===== config.mk =====
export PLATFORM = sky130hd
export DESIGN_NAME = cache_err_dispatch
export DESIGN_NICKNAME = d
export VERILOG_FILES = /design/src/rtl/cerr_pkg.sv /design/src/rtl/cerr_cfg_reg.sv /design/src/rtl/cerr_route.sv /design/src/rtl/cerr_status.sv /design/src/rtl/cache_err_dispatch.sv
export SDC_FILE = /design/constraint.sdc
export NUM_CORES = 1
export LEC_CHECK = 0
export ABC_AREA = 0
export CAP_MARGIN = 20
export CORE_AREA = 2 2 60 90
export CTS_CLUSTER_SIZE = 40
export DETAILED_ROUTE_END_ITERATION = 6
export DIE_AREA = 0 0 62 92
export GPL_TIMING_DRIVEN = 0
export PLACE_DENSITY_LB_ADDON = 0.25
export SETUP_SLACK_MARGIN = 0.15
export SLEW_MARGIN = 20
export SYNTH_ARGS = -nofsm -noshare
export SYNTH_HDL_FRONTEND = slang
export SYNTH_HIERARCHICAL = 1
export SYNTH_SLANG_ARGS = --single-unit

===== constraint.sdc =====
create_clock -name clk -period 1.5 [get_ports clk]
set_input_delay 0.3 -clock clk [delete_from_list [all_inputs] [get_ports clk]]
set_output_delay 0.3 -clock clk [all_outputs]
set_load 0.01 [all_outputs]

===== src/rtl/cerr_pkg.sv =====
package cerr_pkg;

   typedef enum logic [2:0] {
      K_CACHE_SWC = 3'd0,
      K_CACHE_UNC = 3'd1,
      K_BUS_DUNC  = 3'd2,
      K_BUS_TUNC  = 3'd3,
      K_BUS_TMO   = 3'd4,
      K_BUS_BERR  = 3'd5,
      K_HWC_DATA  = 3'd6,
      K_HWC_TAG   = 3'd7
   } err_kind_t;

   typedef enum logic [2:0] {
      O_FETCH   = 3'd0,
      O_LOAD    = 3'd1,
      O_ATOMIC  = 3'd2,
      O_MERGE   = 3'd3,
      O_WBACK   = 3'd4,
      O_COPYOUT = 3'd5,
      O_VECTOR  = 3'd6,
      O_SPARE   = 3'd7
   } err_origin_t;

   typedef enum logic [1:0] {
      V_FETCH = 2'd0,
      V_LOAD  = 2'd1,
      V_DISR  = 2'd2,
      V_DISR2 = 2'd3
   } vec_route_t;

   typedef struct packed {
      logic fast;
      logic iacc;
      logic dacc;
      logic disr;
   } trap_vec_t;

   localparam int NSTAT       = 12;
   localparam int S_FAST_SWC  = 0;
   localparam int S_FAST_UNC  = 1;
   localparam int S_TAG_UNC   = 2;
   localparam int S_MERGE_UNC = 3;
   localparam int S_WB_UNC    = 4;
   localparam int S_CPY_UNC   = 5;
   localparam int S_VEC_UNC   = 6;
   localparam int S_BUS_UNC   = 7;
   localparam int S_BUS_ERR   = 8;
   localparam int S_TIMEOUT   = 9;
   localparam int S_CORR_DATA = 10;
   localparam int S_CORR_TAG  = 11;

endpackage


===== src/rtl/cerr_cfg_reg.sv =====
module cerr_cfg_reg #(
   parameter int DW        = 9,
   parameter int TW        = 4,
   parameter bit GATE_VAL  = 1'b1,
   localparam int REG_W    = DW + TW + 6
) (
   input  logic             clk,
   input  logic             rst_n,
   input  logic             wr_i,
   input  logic [REG_W-1:0] wdata_i,
   output logic [REG_W-1:0] rdata_o,
   output logic             en_corr_o,
   output logic             en_unc_o,
   output logic             en_fast_o,
   output logic             frc_data_o,
   output logic [DW-1:0]    frc_data_val_o,
   output logic             frc_tag_o,
   output logic [TW-1:0]    frc_tag_val_o
);
   localparam int P_CORR = 0;
   localparam int P_UNC  = 1;
   localparam int P_FAST = 3;
   localparam int P_DLO  = 4;
   localparam int P_FD   = P_DLO + DW;
   localparam int P_TLO  = P_FD + 1;
   localparam int P_FT   = P_TLO + TW;

   initial begin
      assert_width_ok_R2 : assert (DW >= 1 && DW <= 32 && TW >= 1 && TW <= 32)
         else $error("check-value widths out of range");
      assert_layout_ok_R2 : assert (P_FT == REG_W - 1)
         else $error("register layout does not fill REG_W");
   end

   logic          en_corr_q, en_unc_q, en_fast_q, frc_d_q, frc_t_q;
   logic [DW-1:0] dval_q;
   logic [TW-1:0] tval_q;

   always_ff @(posedge clk) begin
      if (!rst_n) begin
         en_corr_q <= 1'b0;
         en_unc_q  <= 1'b0;
         en_fast_q <= 1'b0;
         frc_d_q   <= 1'b0;
         frc_t_q   <= 1'b0;
         dval_q    <= '0;
         tval_q    <= '0;
      end else if (wr_i) begin
         en_corr_q <= wdata_i[P_CORR];
         en_unc_q  <= wdata_i[P_UNC];
         en_fast_q <= wdata_i[P_FAST];
         frc_d_q   <= wdata_i[P_FD];
         frc_t_q   <= wdata_i[P_FT];
         dval_q    <= wdata_i[P_DLO +: DW];
         tval_q    <= wdata_i[P_TLO +: TW];
      end
   end

   always_comb begin
      rdata_o               = '0;
      rdata_o[P_CORR]       = en_corr_q;
      rdata_o[P_UNC]        = en_unc_q;
      rdata_o[P_FAST]       = en_fast_q;
      rdata_o[P_DLO +: DW]  = dval_q;
      rdata_o[P_FD]         = frc_d_q;
      rdata_o[P_TLO +: TW]  = tval_q;
      rdata_o[P_FT]         = frc_t_q;
   end

   assign en_corr_o  = en_corr_q;
   assign en_unc_o   = en_unc_q;
   assign en_fast_o  = en_fast_q;
   assign frc_data_o = frc_d_q;
   assign frc_tag_o  = frc_t_q;

   generate
      if (GATE_VAL) begin : g_gated
         assign frc_data_val_o = frc_d_q ? dval_q : '0;
         assign frc_tag_val_o  = frc_t_q ? tval_q : '0;

         assert_data_idle_R3 : assert property (@(posedge clk) disable iff (!rst_n)
            !frc_data_o |-> frc_data_val_o == '0);
         assert_tag_idle_R3 : assert property (@(posedge clk) disable iff (!rst_n)
            !frc_tag_o |-> frc_tag_val_o == '0);
      end else begin : g_raw
         assign frc_data_val_o = dval_q;
         assign frc_tag_val_o  = tval_q;
      end
   endgenerate

endmodule


===== src/rtl/cerr_route.sv =====
module cerr_route
   import cerr_pkg::*;
(
   input  logic                 valid_i,
   input  err_kind_t            kind_i,
   input  err_origin_t          origin_i,
   input  vec_route_t           vsel_i,
   input  logic                 en_corr_i,
   input  logic                 en_unc_i,
   input  logic                 en_fast_i,
   output trap_vec_t            trap_o,
   output logic [NSTAT-1:0]     set_o
);
   logic local_rd, cache_kind, fast_cls, corr_cls, unc_cls;
   int   sidx;

   always_comb begin
      local_rd   = (origin_i == O_FETCH) || (origin_i == O_LOAD) || (origin_i == O_ATOMIC);
      cache_kind = (kind_i == K_CACHE_SWC) || (kind_i == K_CACHE_UNC);
      fast_cls   = cache_kind && local_rd;
      corr_cls   = !fast_cls && ((kind_i == K_CACHE_SWC) || (kind_i == K_HWC_DATA) ||
                                 (kind_i == K_HWC_TAG));
      unc_cls    = !fast_cls && !corr_cls;

      // status index selection
      case (kind_i)
         K_CACHE_SWC: sidx = local_rd ? S_FAST_SWC : S_CORR_DATA;
         K_CACHE_UNC: begin
            case (origin_i)
               O_MERGE:   sidx = S_MERGE_UNC;
               O_COPYOUT: sidx = S_CPY_UNC;
               O_VECTOR:  sidx = S_VEC_UNC;
               O_WBACK, O_SPARE: sidx = S_WB_UNC;
               default:   sidx = S_FAST_UNC;
            endcase
         end
         K_BUS_DUNC: sidx = (origin_i == O_VECTOR) ? S_VEC_UNC : S_BUS_UNC;
         K_BUS_TUNC: sidx = S_TAG_UNC;
         K_BUS_TMO:  sidx = S_TIMEOUT;
         K_BUS_BERR: sidx = S_BUS_ERR;
         K_HWC_DATA: sidx = S_CORR_DATA;
         default:    sidx = S_CORR_TAG;
      endcase

      set_o = '0;
      if (valid_i) set_o[sidx] = 1'b1;

      // trap selection
      trap_o = '0;
      if (valid_i) begin
         if (fast_cls) begin
            trap_o.fast = en_fast_i;
         end else if (corr_cls) begin
            trap_o.disr = en_corr_i;
         end else if (unc_cls && en_unc_i) begin
            case (origin_i)
               O_FETCH:          trap_o.iacc = 1'b1;
               O_LOAD, O_ATOMIC: trap_o.dacc = 1'b1;
               O_VECTOR: begin
                  case (vsel_i)
                     V_FETCH: trap_o.iacc = 1'b1;
                     V_LOAD:  trap_o.dacc = 1'b1;
                     default: trap_o.disr = 1'b1;
                  endcase
               end
               default:          trap_o.disr = 1'b1;
            endcase
         end
      end
   end

endmodule


===== src/rtl/cerr_status.sv =====
module cerr_status #(
   parameter int N = 12
) (
   input  logic         clk,
   input  logic         rst_n,
   input  logic [N-1:0] set_i,
   input  logic [N-1:0] clr_i,
   output logic [N-1:0] st_o
);
   initial begin
      assert_count_ok_R9 : assert (N >= 1 && N <= 64)
         else $error("status count out of range");
   end

   generate
      for (genvar i = 0; i < N; i++) begin : g_bit
         logic bit_q;
         always_ff @(posedge clk) begin
            if (!rst_n)           bit_q <= 1'b0;
            else if (set_i[i])    bit_q <= 1'b1;
            else if (clr_i[i])    bit_q <= 1'b0;
         end
         assign st_o[i] = bit_q;

         assert_sticky_hold_R10 : assert property (@(posedge clk) disable iff (!rst_n)
            (st_o[i] && !clr_i[i]) |=> st_o[i]);
         assert_set_wins_R10 : assert property (@(posedge clk) disable iff (!rst_n)
            set_i[i] |=> st_o[i]);
         assert_clear_acts_R10 : assert property (@(posedge clk) disable iff (!rst_n)
            (clr_i[i] && !set_i[i]) |=> !st_o[i]);
      end
   endgenerate

endmodule


===== src/rtl/cache_err_dispatch.sv =====
module cache_err_dispatch
   import cerr_pkg::*;
#(
   parameter int DW       = 9,
   parameter int TW       = 4,
   parameter bit GATE_VAL = 1'b1,
   localparam int REG_W   = DW + TW + 6
) (
   input  logic             clk,
   input  logic             rst_n,
   input  logic             cfg_wr_i,
   input  logic [REG_W-1:0] cfg_wdata_i,
   output logic [REG_W-1:0] cfg_rdata_o,
   input  logic             evt_valid_i,
   input  logic [2:0]       evt_kind_i,
   input  logic [2:0]       evt_origin_i,
   input  logic [1:0]       evt_vsel_i,
   input  logic [NSTAT-1:0] stat_clr_i,
   output logic [NSTAT-1:0] stat_o,
   output logic             trap_fast_o,
   output logic             trap_iacc_o,
   output logic             trap_dacc_o,
   output logic             trap_disr_o,
   output logic             ovr_data_en_o,
   output logic [DW-1:0]    ovr_data_chk_o,
   output logic             ovr_tag_en_o,
   output logic [TW-1:0]    ovr_tag_chk_o
);
   logic             en_corr, en_unc, en_fast;
   trap_vec_t        trap_d, trap_q;
   logic [NSTAT-1:0] set_vec;

   cerr_cfg_reg #(.DW(DW), .TW(TW), .GATE_VAL(GATE_VAL)) u_cfg (
      .clk            (clk),
      .rst_n          (rst_n),
      .wr_i           (cfg_wr_i),
      .wdata_i        (cfg_wdata_i),
      .rdata_o        (cfg_rdata_o),
      .en_corr_o      (en_corr),
      .en_unc_o       (en_unc),
      .en_fast_o      (en_fast),
      .frc_data_o     (ovr_data_en_o),
      .frc_data_val_o (ovr_data_chk_o),
      .frc_tag_o      (ovr_tag_en_o),
      .frc_tag_val_o  (ovr_tag_chk_o)
   );

   cerr_route u_route (
      .valid_i   (evt_valid_i),
      .kind_i    (err_kind_t'(evt_kind_i)),
      .origin_i  (err_origin_t'(evt_origin_i)),
      .vsel_i    (vec_route_t'(evt_vsel_i)),
      .en_corr_i (en_corr),
      .en_unc_i  (en_unc),
      .en_fast_i (en_fast),
      .trap_o    (trap_d),
      .set_o     (set_vec)
   );

   cerr_status #(.N(NSTAT)) u_stat (
      .clk   (clk),
      .rst_n (rst_n),
      .set_i (set_vec),
      .clr_i (stat_clr_i),
      .st_o  (stat_o)
   );

   always_ff @(posedge clk) begin
      if (!rst_n) trap_q <= '0;
      else        trap_q <= trap_d;
   end

   assign trap_fast_o = trap_q.fast;
   assign trap_iacc_o = trap_q.iacc;
   assign trap_dacc_o = trap_q.dacc;
   assign trap_disr_o = trap_q.disr;

   assert_one_trap_R11 : assert property (@(posedge clk) disable iff (!rst_n)
      $onehot0({trap_fast_o, trap_iacc_o, trap_dacc_o, trap_disr_o}));
   assert_one_status_R9 : assert property (@(posedge clk) disable iff (!rst_n)
      evt_valid_i |-> $countones(set_vec) == 1);
   assert_trap_logged_R9 : assert property (@(posedge clk) disable iff (!rst_n)
      (trap_fast_o || trap_iacc_o || trap_dacc_o || trap_disr_o) |-> (stat_o != '0));
   assert_no_event_no_trap_R11 : assert property (@(posedge clk) disable iff (!rst_n)
      !evt_valid_i |=> !(trap_fast_o || trap_iacc_o || trap_dacc_o || trap_disr_o));
   assert_fast_gated_R4 : assert property (@(posedge clk) disable iff (!rst_n)
      !en_fast |=> !trap_fast_o);
   assert_unc_gated_R6 : assert property (@(posedge clk) disable iff (!rst_n)
      !en_unc |=> !(trap_iacc_o || trap_dacc_o));

endmodule


Word level (Yosys, flattened, before mapping)
Index checks and enable logic that the tools add are counted.
W data, S select, Z words.
{ "op_classes": {"order_cmp": 2, "eq_ne": 15, "n_mux": 41, "bitwise": 3, "reduce_logical": 34} }
{ "ops": {"columns": ["op", "count"], "rows": [
  ["$pmux W32 S7", 1],
  ["$ge A32 B1 Y1 const B", 1],
  ["$lt A32 B6 Y1 const B", 1],
  ["$mux W1", 31],
  ["$eq A3 B3 Y1 const B", 8],
  ["$reduce_bool A2 Y1", 12],
  ["$eq A3 B2 Y1 const B", 4],
  ["$mux W12", 1],
  ["$pmux W3 S4", 1],
  ["$mux W9", 1],
  ["$mux W4", 2],
  ["$eq A3 B1 Y1 const B", 2],
  ["$logic_not A3 Y1", 2],
  ["$pmux W1 S2", 3],
  ["$reduce_or A2 Y1", 3],
  ["$reduce_or A3 Y1", 2],
  ["$logic_and A1 B1 Y1", 5],
  ["$logic_or A1 B1 Y1", 5],
  ["$reduce_or A5 Y1", 1],
  ["$demux W1 S4", 1],
  ["$not A1 Y1", 3],
  ["$reduce_and A3 Y1", 1],
  ["$eq A2 B1 Y1 const B", 1],
  ["$logic_not A1 Y1", 2],
  ["$logic_not A2 Y1", 1]
]} }
{ "totals": {"reg_bits": 34, "output_inout_bits": 50, "wordCells": 118} }

Longest topological paths before layout
Gate-level depths: netlist of run 1.
{ "logic_depth": {"ltp_word": 11, "mapped_depth": 6} }

Hierarchy
The synthesis of run 1 kept the hierarchy.
{ "modules_own_cells": {"columns": ["mod", "n_inst", "cells_each", "area_per_inst_um2"], "rows": [
  ["cerr_cfg_reg", 1, 77, 818.3],
  ["cerr_status", 1, 49, 506.7],
  ["cerr_route", 1, 71, 455.4],
  ["cache_err_dispatch", 1, 8, 105.1]
]} }

Worst setup path before layout of run 1
Ideal clock, no wire load.
{ "synth_path": {"kind": "input to register", "start": "input evt_origin_i[0]", "end": "register u_stat.g_bit[3].bit_q", "setup_time_ps": 115, "arrival_time_ps": 1210, "t_required_ps": 1385, "setup_slack_ps": 175, "cell_stages": 6, "cell_sequence": "buf_4 > and2_1 > a22o_1 > a21oi_2 > nor2_1 > o21a_1"} }
{ "synth_via": {"elab_chain_len": 11, "word_cells_on_any_way": 23, "classes_between": "order compare: 2; eq/ne: 7; mux: 8; reduce/logical: 6"} }
{ "synth_lines": {"columns": ["item", "line", "rtl"], "rows": [
  ["start, declared", "cache_err_dispatch.sv:16", "input logic [2:0] evt_origin_i,"],
  ["parallel branches: the longest is 4 deep, another holds $pmux W3 S4", null, null],
  ["$pmux W32 S7 *", "cerr_route.sv:26", "case (kind_i)"],
  ["$ge A32 B1 Y1 (implied by the code) / $lt A32 B6 Y1 (equally long branches)", "cerr_route.sv:46", "if (valid_i) set_o[sidx] = 1'b1;"],
  ["$logic_and A1 B1 Y1 (implied by the code)", "cerr_route.sv:46", null],
  ["$mux W1 (implied by the code)", "cerr_route.sv:46", null],
  ["$demux W1 S4 *", null, null],
  ["$mux W12 *", "cerr_route.sv:46", null],
  ["via set_vec[3]", "cache_err_dispatch.sv:31", "logic [NSTAT-1:0] set_vec;"],
  ["$mux W1 / $reduce_bool A2 Y1 (equally long branches)", null, null],
  ["end signal, assigned", "cerr_status.sv:19", "if (!rst_n) bit_q <= 1'b0;"],
  ["end signal, assigned", "cerr_status.sv:20", "else if (set_i[i]) bit_q <= 1'b1;"],
  ["end signal, assigned", "cerr_status.sv:21", "else if (clr_i[i]) bit_q <= 1'b0;"],
  ["end, declared", "cerr_status.sv:17", "logic bit_q;"]
]} }
Mark *: on every way through the listed nets, which the timed path passes.
A chain may end at the register's enable or synchronous reset.

Worst setup path after layout of run 1
{ "layout_path": {"start": "register u_cfg.frc_d_q, in the netlist u_cfg/frc_data_o", "end": "output ovr_data_chk_o[8]"} }
{ "layout_via": {"elab_chain_len": 1} }
{ "layout_lines": {"columns": ["item", "line", "rtl"], "rows": [
  ["start, declared", "cerr_cfg_reg.sv:35", "logic en_corr_q, en_unc_q, en_fast_q, frc_d_q, frc_t_q;"],
  ["start signal, assigned", "cerr_cfg_reg.sv:52", "frc_d_q <= wdata_i[P_FD];"],
  ["$mux W9", "cerr_cfg_reg.sv:78", "assign frc_data_val_o = frc_d_q ? dval_q : '0;"],
  ["end, declared", "cache_err_dispatch.sv:25", "output logic [DW-1:0] ovr_data_chk_o,"]
]} }
Every way passes these cells.

==> results.json, run 1 <==
{
  "fin_skew_ps": 4.71,
  "worstPathMaxFanout": 3,
  "postRouteAntennaNets": 0,
  "drt_iter0_drc": 45,
  "synth_edf_count": 0,
  "yosys-top-cells-area": "dfxtp_1, nor2b_1, mux2i_1",
  "largest_register_ffs": 12,
  "hp-class": "in -> reg",
  "period_share": 0.883,
  "cts_buffers": 5,
  "die_y_um": 92,
  "reg_top3": "u_stat/g_bit.bit_q: 12 flops, u_cfg/dval_q: 9 flops, u_cfg/tval_q: 4 flops",
  "n_antenna_cell": 0,
  "detailedPlace.worstSlack_ps": -420,
  "initial_utilization": 0.377,
  "synth_largest_area_cell": "dfxtp_1",
  "reg2reg_setup_slack_ps": 540,
  "area_growth_pct": 61.6,
  "cp.arrival_ps": 1020,
  "synth.avg_cell_area_sq_um": 9.20,
  "ys_types": 41,
  "synth_flop_cell": "dfxtp_1",
  "final_cells": 378,
  "ios": 93,
  "syn_area_sq_um": 1890,
  "cts_root_buf": "clkbuf_8",
  "crit_chain": "buf_6 -> and2_4 -> buf_6",
  "placed_cells": 360,
  "regMostFlops": "u_stat/g_bit.bit_q",
  "vias": 1778,
  "crit_required_ps": 1200,
  "hp-start": "cfg_wr_i",
  "h-tree-depth": 2,
  "finalSetupViolCount": 0,
  "ys_seq_elements": 34,
  "r2r-start": "u_cfg/en_unc_o",
  "netlist.area_leader.share": 0.361,
  "layout_setup_ws_ps": 175,
  "hold_violations": 0,
  "clk_path_buf_depth": 2,
  "worst_setup_path_start_kind": "register",
  "die_area_sq_um": 5700,
  "max_stage_delay_ps": 370,
  "finalMaxSlewViolations": 0,
  "timing.slew.headroom": 0.640,
  "grt_pass1_wl_mm": 7.22,
  "r2r-end": "trap_disr_o",
  "drive_gt1_frac": 0.284,
  "port_buffers": 87,
  "hold_buffers": 0,
  "num_rows": 32,
  "cp_slowest_cell": "dfxtp_4",
  "ys_seq_area_frac": 0.361,
  "syn_nets": 248,
  "min_period_ps": 1320,
  "worst_pin_slew_ps": 539,
  "grt_max_degree": 17,
  "whs_endpoint": "u_cfg/en_unc_o",
  "core_sq_um": 5000,
  "grt_overflow": 0,
  "leakage_uw": 0.00143,
  "antenna_found_initial": 0,
  "grt_pass1_vias": 1647,
  "rsz0062_at_grt": "yes",
  "drcViolationCount": 0,
  "synthArstFlopShare": 0,
  "drv_cap": 0,
  "drt-vias-per-instance": 4.70,
  "cp-end-kind": "output pin",
  "path_common_cell": "buf_6",
  "cts_sinks": 34,
  "whs_path_depth": 3,
  "dieWidth_um": 62,
  "path_clk_slew_ps": 80,
  "status": "completed",
  "routed_wl_mm": 4.81,
  "cts_tree": "yes",
  "layout.nets": 352,
  "place_hpwl_mm": 3.56,
  "wire_per_inst_um": 12.7,
  "synth_warnings": 6,
  "clk_latency_ps": 280,
  "synthCells": 205,
  "max_freq_ghz": 0.755,
  "r2r_cells": 4,
  "worstSetupPathType": "reg -> out",
  "cellPowerDensity_nw_per_um2": 709,
  "ir_drop_mv": 0.453,
  "gp_congestion": 0.912,
  "track_usage": 0.167,
  "firstDrtPassIters": 4
}
timing repair:
action / in CTS / in global routing
pin swaps: 1 / 5
gates resized for setup: 98 / 46
cloned: 0 / 1
setup endpoints to repair: 72 / 29
setup buffers: 4 / 5
worst max path at each step:
stage                     start                     to  cells after the start
2_1_floorplan   evt_origin_i[0]  u_stat/g_bit[3].bit_q                      6
3_3_place_gp    evt_origin_i[1]  u_stat/g_bit[0].bit_q                      5
3_5_place_dp    evt_origin_i[1]  u_stat/g_bit[7].bit_q                      6
4_1_cts        u_cfg/frc_data_o      ovr_data_chk_o[6]                      3
5_1_grt        u_cfg/frc_data_o      ovr_data_chk_o[6]                      3
6_report       u_cfg/frc_data_o      ovr_data_chk_o[8]                      3
cell type report:
| class | count | area [sq um] |
|---|---|---|
| buffer | 28 | 239 |
| inverter | 4 | 15.0 |
| multi-input combinational | 139 | 1040 |
| sequential | 34 | 691 |
| fill | 466 | 1960 |
| clock inverter | 2 | 12.5 |
| tap | 68 | 85.1 |
| timing repair buffer | 97 | 886 |
| clock buffer | 6 | 82.6 |
cells in the mapped netlist (4+ instances only):
| master | n |
|---|---|
| o21a_1 | 12 |
| nor2b_1 | 33 |
| buf_4 | 20 |
| buf_6 | 4 |
| mux2i_1 | 18 |
| nand2_1 | 4 |
| nand2b_1 | 5 |
| dfxtp_1 | 34 |
| inv_1 | 4 |
| and2_1 | 18 |
| nor2_1 | 10 |
| a21oi_1 | 5 |
through the flow:
stage               area, sq um  utilization  setup TNS (ps)  total power (uW)  hold slack [ps]
detailed placement         2840        0.568           -7030              1440              526
global placement           2840        0.568           -6730              1430              515
CTS                        2920        0.583               0              2160              363
floorplan                  1890            -               0              1200              418
finish                     3050        0.609               0              2160              367
global route               3050        0.609               0              2280              385
cell families after synthesis:
kind of cell | after synthesis | share of synthesized area
other | 1 | 0.00199
buffers and inverters | 32 | 0.129
flip-flops | 34 | 0.361
AND/OR/NAND/NOR | 88 | 0.287
multiplexers | 18 | 0.0956
AO/OA/AOI/OAI | 32 | 0.125
where the power goes:
group / internal (uW) / leakage [uW] / switching, uW
Clock: 369 / 0.0000472 / 352
Combinational: 280 / 0.00110 / 197
Sequential: 938 / 0.000280 / 23.6
cells in the final DEF (no fill, tap or decap), types with 10 or more instances in the layout:
master and count:
o21a_1 12, nor2_1 10, nor2b_1 32, buf_6 17
and2_1 10, dfxtp_1 30, dlygate4sd2_1 33, clkdlybuf4s50_1 32
buf_4 24, mux2i_1 18
critical path, delay by kind of cell, from the launching register on:
kind,cells,cell delay (ps)
simple gates,1,150
flops,1,370
buf+inv,2,230
layer usage:
layer	share of wire	track usage	vias up
li1	-	-	878
met1	0.36	0.173	812
met2	0.54	0.299	78
met3	0.077	0.0395	10
met4	0.025	0.0727	0
met5	0	0	-
No activity file was read; power rests on OpenSTA's default activity.
==> inputs of run 2 (changes only) <==
--- a/config.mk
+++ b/config.mk
@@ -8,6 +8,7 @@
 export ABC_AREA = 0
 export CAP_MARGIN = 20
 export CORE_AREA = 2 2 60 90
+export CTS_BUF_LIST = sky130_fd_sc_hd__clkbuf_16
 export CTS_CLUSTER_SIZE = 40
 export DETAILED_ROUTE_END_ITERATION = 6
 export DIE_AREA = 0 0 62 92
==> run 2 against run 1 <==
Combinational power decreased by 3%. Clock skew about the same. Total power increased by 12%. Global-route usage decreased by 0.11 points.
==> results.json, run 2 (same netlist as run 1, synthesis figures left out) <==
{
  "largest_register_ffs": 12,
  "fin_skew_ps": 4.36,
  "cts_buffers": 5,
  "dr_wl_met3_um": 375,
  "num_rows": 32,
  "grt_max_degree": 17,
  "crit_required_ps": 1200,
  "hold_buffers": 0,
  "regMostFlops": "u_stat/g_bit.bit_q",
  "gp_congestion": 0.912,
  "initial_utilization": 0.377,
  "n_antenna_cell": 0,
  "clk_path_buf_depth": 2,
  "whs_endpoint": "u_cfg/en_unc_o",
  "reg_top3": "u_stat/g_bit.bit_q: 12 flops, u_cfg/dval_q: 9 flops, u_cfg/tval_q: 4 flops",
  "r2r-start": "u_cfg/en_unc_o",
  "ir_drop_mv": 0.495,
  "status": "completed",
  "h-tree-depth": 2,
  "port_buffers": 87,
  "cp.arrival_ps": 1080,
  "cp-end-kind": "output pin",
  "antenna_found_initial": 0,
  "firstDrtPassIters": 4,
  "rsz0062_at_grt": "yes",
  "grt_pass1_vias": 1660,
  "worstPathMaxFanout": 5,
  "hp-class": "in -> reg",
  "power_uw": 2420,
  "ios": 93,
  "finalMaxSlewViolations": 0,
  "core_sq_um": 5000,
  "leakage_uw": 0.00143,
  "drcViolationCount": 0,
  "track_usage": 0.166,
  "min_period_ps": 1380,
  "drive_gt1_frac": 0.252,
  "route.layer.met1.wl_mm": 1.65,
  "wire_per_inst_um": 12.4,
  "whs_path_depth": 3,
  "r2r_cells": 3,
  "drt-vias-per-instance": 4.67,
  "hold_violations": 0,
  "cellPowerDensity_nw_per_um2": 790,
  "layout_common_cells": "dlygate4sd2_1, clkdlybuf4s50_1, nor2b_1",
  "dieWidth_um": 62,
  "cts_tree": "yes",
  "hp-start": "cfg_wr_i",
  "placed_area_sq_um": 2840,
  "worstSetupPathType": "reg -> out",
  "reg2reg_setup_slack_ps": 600,
  "layout_commonest_cell": "dlygate4sd2_1",
  "period_share": 0.923,
  "clk_latency_ps": 280,
  "drt_iter0_drc": 51,
  "finalSetupViolCount": 0,
  "area_growth_pct": 62.2,
  "max_freq_ghz": 0.723,
  "die_area_sq_um": 5700,
  "cts_root_buf": "clkbuf_16",
  "routed_wl_mm": 4.67,
  "detailedPlace.worstSlack_ps": -420,
  "grt_overflow": 0,
  "grt_pass1_wl_mm": 7.17,
  "place_hpwl_mm": 3.56,
  "wl_met2_mm": 2.55,
  "cts_sinks": 34,
  "postRouteAntennaNets": 0,
  "path_clk_slew_ps": 60,
  "r2r-end": "trap_disr_o",
  "vias": 1760,
  "hold-worst-slack_ps": 381,
  "layout_setup_ws_ps": 116,
  "highest-signal-layer": "met4",
  "fin_tns_setup_ps": 0,
  "die_y_um": 92,
  "worst_setup_path_start_kind": "register",
  "fin_area_sq_um": 3060,
  "layout.nets": 351,
  "drv_cap": 0
}
==> run 2: changes by cell type in the layout (fill, tap and decap cells not counted), sizes merged <==
cell	previous run	this run
clkbuf	16	11
clkinv	1	2
dlygate4sd2	33	34
buf	46	43
clkdlybuf4s15	4	9
==> run 2: repair_timing <==
| item | CTS | global route |
|---|---|---|
| setup endpoints to repair | 72 | 28 |
| gates cloned | 0 | 2 |
| resized for setup | 93 | 32 |
| setup buffers | 3 | 4 |
| pin swaps | 1 | 4 |
==> run 2: where the power goes <==
| group | switching, uW | total (uW) | internal, uW |
|---|---|---|---|
| Sequential | 24.0 | 964 | 940 |
| Combinational | 193 | 463 | 270 |
| Clock | 383 | 988 | 605 |
==> run 2: worst max-delay path by stage <==
stage	startpoint	to	slack, ps	depth (start not counted)
after floorplan	evt_origin_i[0]	u_stat/g_bit[3].bit_q	180	6
after global placement	evt_origin_i[1]	u_stat/g_bit[0].bit_q	-440	5
after detailed placement	evt_origin_i[1]	u_stat/g_bit[7].bit_q	-420	6
after CTS	u_cfg/frc_data_o	ovr_data_chk_o[5]	80	4
after global routing	u_cfg/frc_data_o	ovr_data_chk_o[5]	80	4
final	u_cfg/frc_data_o	ovr_data_chk_o[5]	120	4
==> run 2: final cells by class <==
type	instances	area, sq um
Buffer	28	239
Multi-Input combinational cell	139	1030
Sequential cell	34	692
Clock inverter	3	16.3
Tap cell	68	85.1
Inverter	4	15.0
Clock buffer	5	125
Timing Repair Buffer	96	851
Fill cell	466	1950
==> run 2: worst max-delay path, cell delays in order, from the launching register on <==
cell and delay [ps]:
dfxtp_4 350, buf_6 120, buf_6 100, and2_4 120, buf_6 110
==> run 2: layer usage <==
layer / vias up / global-route usage
li1: 881 / -
met1: 790 / 0.168
met2: 81 / 0.299
met3: 8 / 0.0324
met4: 0 / 0.0833
met5: - / 0
==> run 2: through the flow <==
step / util / std cells
floorplan: - / 205
global placement: 0.568 / 360
detailed placement: 0.568 / 360
CTS: 0.590 / 371
global route: 0.611 / 377
finish: 0.611 / 377
